--- src/rtl/fpcmp_pkg.sv ---
// Package: shared types and field-width helpers for the floating-point
// comparator. Assumes operand widths of 16, 32 or 64 bits.
package fpcmp_pkg;

    // Six relation flags, kept together as one registered word
    typedef struct packed {
        logic lt;
        logic gt;
        logic le;
        logic ge;
        logic eq;
        logic ne;
    } cmp_flags_t;

    // Exponent field width for a given total operand width
    function automatic int unsigned exp_bits(input int unsigned total_w);
        case (total_w)
            16:      return 5;
            32:      return 8;
            default: return 11;
        endcase
    endfunction

endpackage

--- src/rtl/fpcmp_classify.sv ---
// Module: fpcmp_classify
// Splits one operand into its sign and magnitude and flags NaN and zero.
// Assumes EXP_W + MAN_W + 1 == FP_W, with the sign at the top bit and the
// exponent directly below it.
module fpcmp_classify #(
    parameter int unsigned FP_W  = 32,
    parameter int unsigned EXP_W = 8,
    parameter int unsigned MAN_W = 23
) (
    input  logic [FP_W-1:0] op,
    output logic            sgn,
    output logic [FP_W-2:0] mag,
    output logic            is_nan,
    output logic            is_zero
);

    logic exp_ones;
    logic man_nz;

    // Field decode: exponent all ones, mantissa nonzero, magnitude zero
    always_comb begin
        sgn      = op[FP_W-1];
        mag      = op[FP_W-2:0];
        exp_ones = &op[FP_W-2 -: EXP_W];
        man_nz   = |op[MAN_W-1:0];
        is_nan   = exp_ones & man_nz;
        is_zero  = ~|op[FP_W-2:0];
    end

endmodule

--- src/rtl/fpcmp_order.sv ---
// Module: fpcmp_order
// Orders two operands as sign/magnitude integers. Both zeros count as
// equal. NaN is not special here; the caller handles it for equality.
module fpcmp_order #(
    parameter int unsigned MAG_W = 31
) (
    input  logic             sgn_a,
    input  logic [MAG_W-1:0] mag_a,
    input  logic             zero_a,
    input  logic             sgn_b,
    input  logic [MAG_W-1:0] mag_b,
    input  logic             zero_b,
    output logic             lt,
    output logic             gt,
    output logic             same
);

    logic mag_lo;
    logic mag_hi;

    // Sign/magnitude ordering with the two zeros merged
    always_comb begin
        mag_lo = mag_a < mag_b;
        mag_hi = mag_a > mag_b;
        same   = (zero_a & zero_b) | ((sgn_a == sgn_b) & (mag_a == mag_b));
        if (same) begin
            lt = 1'b0;
            gt = 1'b0;
        end else if (sgn_a != sgn_b) begin
            lt = sgn_a;
            gt = sgn_b;
        end else if (!sgn_a) begin
            lt = mag_lo;
            gt = mag_hi;
        end else begin
            lt = mag_hi;
            gt = mag_lo;
        end
    end

endmodule

--- src/rtl/sm_fp_compare.sv ---
// Module: sm_fp_compare
// Top level of the comparator. Classifies both operands, orders them, and
// registers six relation flags one cycle after in_vld. FP_W must be 16, 32
// or 64. Reset is synchronous and active low.
module sm_fp_compare #(
    parameter int unsigned FP_W = 32
) (
    input  logic            clk,
    input  logic            rst_n,
    input  logic            in_vld,
    input  logic [FP_W-1:0] op_a,
    input  logic [FP_W-1:0] op_b,
    output logic            out_vld,
    output logic            res_lt,
    output logic            res_gt,
    output logic            res_le,
    output logic            res_ge,
    output logic            res_eq,
    output logic            res_ne
);
    import fpcmp_pkg::*;

    localparam int unsigned EXP_W = exp_bits(FP_W);
    localparam int unsigned MAN_W = FP_W - 1 - EXP_W;
    localparam int unsigned MAG_W = FP_W - 1;

    logic [FP_W-1:0]  ops     [2];
    logic             sgn     [2];
    logic [MAG_W-1:0] mag     [2];
    logic             nan     [2];
    logic             zro     [2];
    logic             ord_lt;
    logic             ord_gt;
    logic             ord_same;
    logic             any_nan;
    cmp_flags_t       flags_d;
    cmp_flags_t       flags_q;
    logic             vld_q;

    assign ops[0] = op_a;
    assign ops[1] = op_b;

    // One classifier per operand
    for (genvar gi = 0; gi < 2; gi++) begin : g_cls
        fpcmp_classify #(
            .FP_W (FP_W),
            .EXP_W(EXP_W),
            .MAN_W(MAN_W)
        ) cls_i (
            .op     (ops[gi]),
            .sgn    (sgn[gi]),
            .mag    (mag[gi]),
            .is_nan (nan[gi]),
            .is_zero(zro[gi])
        );
    end

    fpcmp_order #(
        .MAG_W(MAG_W)
    ) ord_i (
        .sgn_a (sgn[0]),
        .mag_a (mag[0]),
        .zero_a(zro[0]),
        .sgn_b (sgn[1]),
        .mag_b (mag[1]),
        .zero_b(zro[1]),
        .lt    (ord_lt),
        .gt    (ord_gt),
        .same  (ord_same)
    );

    // Combine ordering with the NaN check into the six flags
    always_comb begin
        any_nan    = nan[0] | nan[1];
        flags_d.lt = ord_lt;
        flags_d.gt = ord_gt;
        flags_d.le = ord_lt | ord_same;
        flags_d.ge = ord_gt | ord_same;
        flags_d.eq = ord_same & ~any_nan;
        flags_d.ne = ~ord_same | any_nan;
    end

    // Output register: capture flags on a strobe, otherwise hold
    always_ff @(posedge clk) begin
        if (!rst_n) begin
            vld_q   <= 1'b0;
            flags_q <= '0;
        end else begin
            vld_q <= in_vld;
            if (in_vld) begin
                flags_q <= flags_d;
            end
        end
    end

    assign out_vld = vld_q;
    assign res_lt  = flags_q.lt;
    assign res_gt  = flags_q.gt;
    assign res_le  = flags_q.le;
    assign res_ge  = flags_q.ge;
    assign res_eq  = flags_q.eq;
    assign res_ne  = flags_q.ne;

    // a strobe yields out_vld exactly one cycle later
    p_vld_follows_r10: assert property (@(posedge clk) disable iff (!rst_n)
        in_vld |=> out_vld);
    p_vld_idle_r10: assert property (@(posedge clk) disable iff (!rst_n)
        !in_vld |=> !out_vld);
    // flags hold through idle cycles
    p_hold_r10: assert property (@(posedge clk) disable iff (!rst_n)
        !in_vld |=> $stable(flags_q));
    // less and greater never together
    p_lt_gt_excl_r2: assert property (@(posedge clk) disable iff (!rst_n)
        out_vld |-> !(res_lt && res_gt));
    // a NaN at either classifier forces equal low
    p_nan_not_eq_r6: assert property (@(posedge clk) disable iff (!rst_n)
        (in_vld && (nan[0] || nan[1])) |=> !res_eq);
    // equal implies both inclusive orderings
    p_eq_incl_r5: assert property (@(posedge clk) disable iff (!rst_n)
        (out_vld && res_eq) |-> (res_le && res_ge));
    // not-equal is the inverse of equal
    p_ne_inv_r7: assert property (@(posedge clk) disable iff (!rst_n)
        out_vld |-> (res_ne != res_eq));

endmodule

--- config.mk ---
export PLATFORM = sky130hd
export DESIGN_NAME = sm_fp_compare
export DESIGN_NICKNAME = d
export VERILOG_FILES = /design/src/rtl/fpcmp_pkg.sv /design/src/rtl/fpcmp_classify.sv /design/src/rtl/fpcmp_order.sv /design/src/rtl/sm_fp_compare.sv
export SDC_FILE = /design/constraint.sdc
export NUM_CORES = 1
export LEC_CHECK = 0
export BUFFER_PORTS_ARGS = -buffer_cell sky130_fd_sc_hd__buf_2
export CAP_MARGIN = 30
export CORE_UTILIZATION = 45
export DETAILED_ROUTE_END_ITERATION = 6
export GPL_TIMING_DRIVEN = 1
export PLACE_DENSITY_LB_ADDON = 0.3
export RECOVER_POWER = 100
export SYNTH_ARGS = -nofsm -noshare
export SYNTH_HDL_FRONTEND = slang
export SYNTH_HIERARCHICAL = 1
export SYNTH_SLANG_ARGS = --single-unit
--- constraint.sdc ---
create_clock -name clk -period 5.1 [get_ports clk]
set_clock_uncertainty 0.15 [all_clocks]
set_input_delay 0.51 -clock clk [delete_from_list [all_inputs] [get_ports clk]]
set_output_delay 0.51 -clock clk [all_outputs]
set_load 0.05 [all_outputs]
==> impl_metrics.csv <==
group,metric,value,unit
floorplanning,core_area,3800,sq um
finish,area_growth,-2.10,%
job,max-cap-violations,0,
setup_path,cp-end-kind,"flop",
timing,max_slew_margin,59.5,%
global_route,gr-max-usage-layer,"met2",
finish,fill_cells,408,
timing,setup_viol,0,
synth,ys_seq_area_share,7.59,%
setup_path,cp_slowest_cell,"nor4_1",
global_route,grt_pass1_vias,1393,
global_route,antenna_found_initial,0,
drt,avgViaCountPerCell,5.08,
global_route,use_met3,1.90,%
synth,syn_nets,345,
finish,final_common_cell,"buf_2",
timing,timing.final.crit_period,2.52,ns
floorplanning,io_pins,74,
timing,rsz0062_at_grt,"false",
clocking,htree_levels,1,
drt,vias,1560,
finish,nets,358,
drt,drc,0,
synth,synth_seq_cells,7,
finish,final_cell_mix,"buf_2, inv_1, ha_1",
synth,synth_area,1850,sq um
global_route,grt_use_total,17.0,%
drt,wl_per_cell,11.7,um
global_route,overflow,0,
timing,finalMaxSlewViolations,0,
hold_path,hold_class,"reg -> reg",
placement,dpl.hpwl,3270,um
clocking,clk_pin_slew,0.04,ns
status,status,"complete, no violations",
synth,synthFlopType,"dfxtp_1",
setup_path,crit_arrival,2.52,ns
floorplanning,die_w,66.0,um
setup_path,worstPathRequired,5.10,ns
clocking,clk_latency,0.22,ns
finish,multi_input_area,1090,sq um
synth,synth_cell_types,38,
floorplanning,die_h,66.0,um
finish,regArea,140,sq um
floorplanning,initial_core_util,48.6,%
clocking,cts_made_buffers,3,
placement,portBuffers,73,
finish,drive_gt1_share,29.7,%
timing,fmax,398,MHz
setup_path,path_common_cell,"o21ai_0",
synth,syn_area_per_cell,7.47,sq um
pwr,p_total,262,uW
timing,fin_setup_tns,0,ns
timing,final.setup.worst_slack,2.58,ns
clocking,cts_root_buffer,"clkbuf_8",
setup_path,path_class,"in -> reg",
pwr,p_leak,0.000925,uW
placement,gp_congestion,0.779,
setup_path,worstSetupStartpointType,"input port",
clocking,hold_buffers,0,
clocking,postCtsSetupBuffers,0,
floorplanning,dieArea,4360,sq um
global_route,grt_pass1_wl,5810,um
global_route,use_met1,23.4,%
setup_path,critPathMaxStageDelay,0.42,ns
global_route,grt_max_degree,11,
drt,drtIter0Drc,70,
timing,hold_viol,0,
synth,ys_warn_count,6,
drt,drt_wl_total,3610,um
clocking,cts.path.max_buffers,2,
clocking,cts_tree,"yes",
finish,num_antenna_cells,0,
timing,period_share,49.3,%
placement,dp_slack,2.50,ns
timing,tightest_slew,0.610,ns
global_route,use_met2,27.8,%
drt,antenna_left,0,
clocking,cts_resized,0,
pwr,powerDensity,145,nW/um^2
floorplanning,rows,22,
synth,async_flop_share,0,%
setup_path,critPathMaxFanout,4,
synth,synth_edf_count,0,
pwr,peakVddDrop,54.0,uV
timing,hold_slack,0.366,ns
drt,firstDrtPassIters,4,
clocking,cts.sink_count,7,
synth,syn_inst,247,
setup_path,cp_cell_sequence,"clkbuf_1, inv_1, ha_1, nand4_1, nor4_1, nand2_1, o211ai_1, o21ai_0, o21ai_0, nor2_1, a21oi_1",
-- per-layer routing --
metal	wire (um)	part of all wire [%]	vias up
met1	1760	49	674
met2	1580	44	56
met4	28	0.78	0
met5	0	0	-
met3	239	6.6	4
li1	-	-	826
-- report_power, final --
group          leakage, uW  switching (uW)  internal, uW
registers        0.0000580            1.82          58.9
logic             0.000845            72.1          52.6
clock network    0.0000228            23.1          54.0
-- state kept, by name (all words and copies together) (netlist names) --
| name | flops |
|---|---|
| out_vld | 1 |
| res_ne | 1 |
| res_ge | 1 |
| res_eq | 1 |
| res_lt | 1 |
| res_gt | 1 |
| res_le | 1 |
-- final cells by class --
class / count / share of cell area [%]
inverter: 32 / 6.65
tap: 48 / 3.32
sequential: 7 / 7.76
timing repair buffer: 73 / 19.5
clock buffer: 4 / 2.49
multi-input combinational: 143 / 60.2
-- synthesized netlist by cell type, types with 2 or more instances --
cell	count	area share, %
nand2b_1	2	0.68
o21a_1	3	1.2
nor4_1	14	4.7
o211ai_1	2	0.81
ha_1	31	21
mux2i_1	2	1.1
nand3b_1	3	1.2
nand3_1	4	1.1
nor3_2	2	1.1
nand4_1	10	3.4
nand2_1	14	2.8
inv_1	32	6.5
buf_4	64	26
nor2b_1	2	0.68
nor3_1	3	0.81
nor2_1	8	1.6
nor4_2	3	2.0
o21ai_0	10	2.7
dfxtp_1	7	7.6
a21oi_1	13	3.5
-- cell families (layout without fill, tap and decap cells) --
family / after synthesis / in the layout / share of synthesized area [%]
buffers and inverters: 97 / 109 / 33.2
and+or+nand+nor: 70 / 70 / 22.6
AOI/OAI and AO/OA: 39 / 39 / 14.1
DFF: 7 / 7 / 7.59
adders and majority gates: 31 / 31 / 21.0
xor gates and xnor gates: 1 / 1 / 0.475
muxes: 2 / 2 / 1.08
-- per-stage QoR --
step                      instances  area [sq um]  util [%]
after global routing            307          1810      47.6
after global placement          303          1780      46.8
after floorplan                 247          1850         -
final                           307          1810      47.6
after CTS                       307          1820      48.0
after detailed placement        303          1780      46.8
-- worst paths after layout --
kind | start | endpoint | slack [ns] | cells after the start
min | res_gt$_SDFFE_PN0P_ | res_gt$_SDFFE_PN0P_ | 0.37 | 2
max reg2reg | res_eq$_SDFFE_PN0P_ | res_eq$_SDFFE_PN0P_ | 4.23 | 2
min reg2reg | res_gt$_SDFFE_PN0P_ | res_gt$_SDFFE_PN0P_ | 0.37 | 2
max | op_b[22] | res_ge$_SDFFE_PN0P_ | 2.58 | 11
-- worst max-delay path: cells and delay by family --
family / cells / cell delay, ns
compound gates: 4 / 0.75
fa+ha+maj: 1 / 0.30
buf+inv: 2 / 0.20
simple gates: 4 / 0.75
Power figures use the tool's default switching activity.
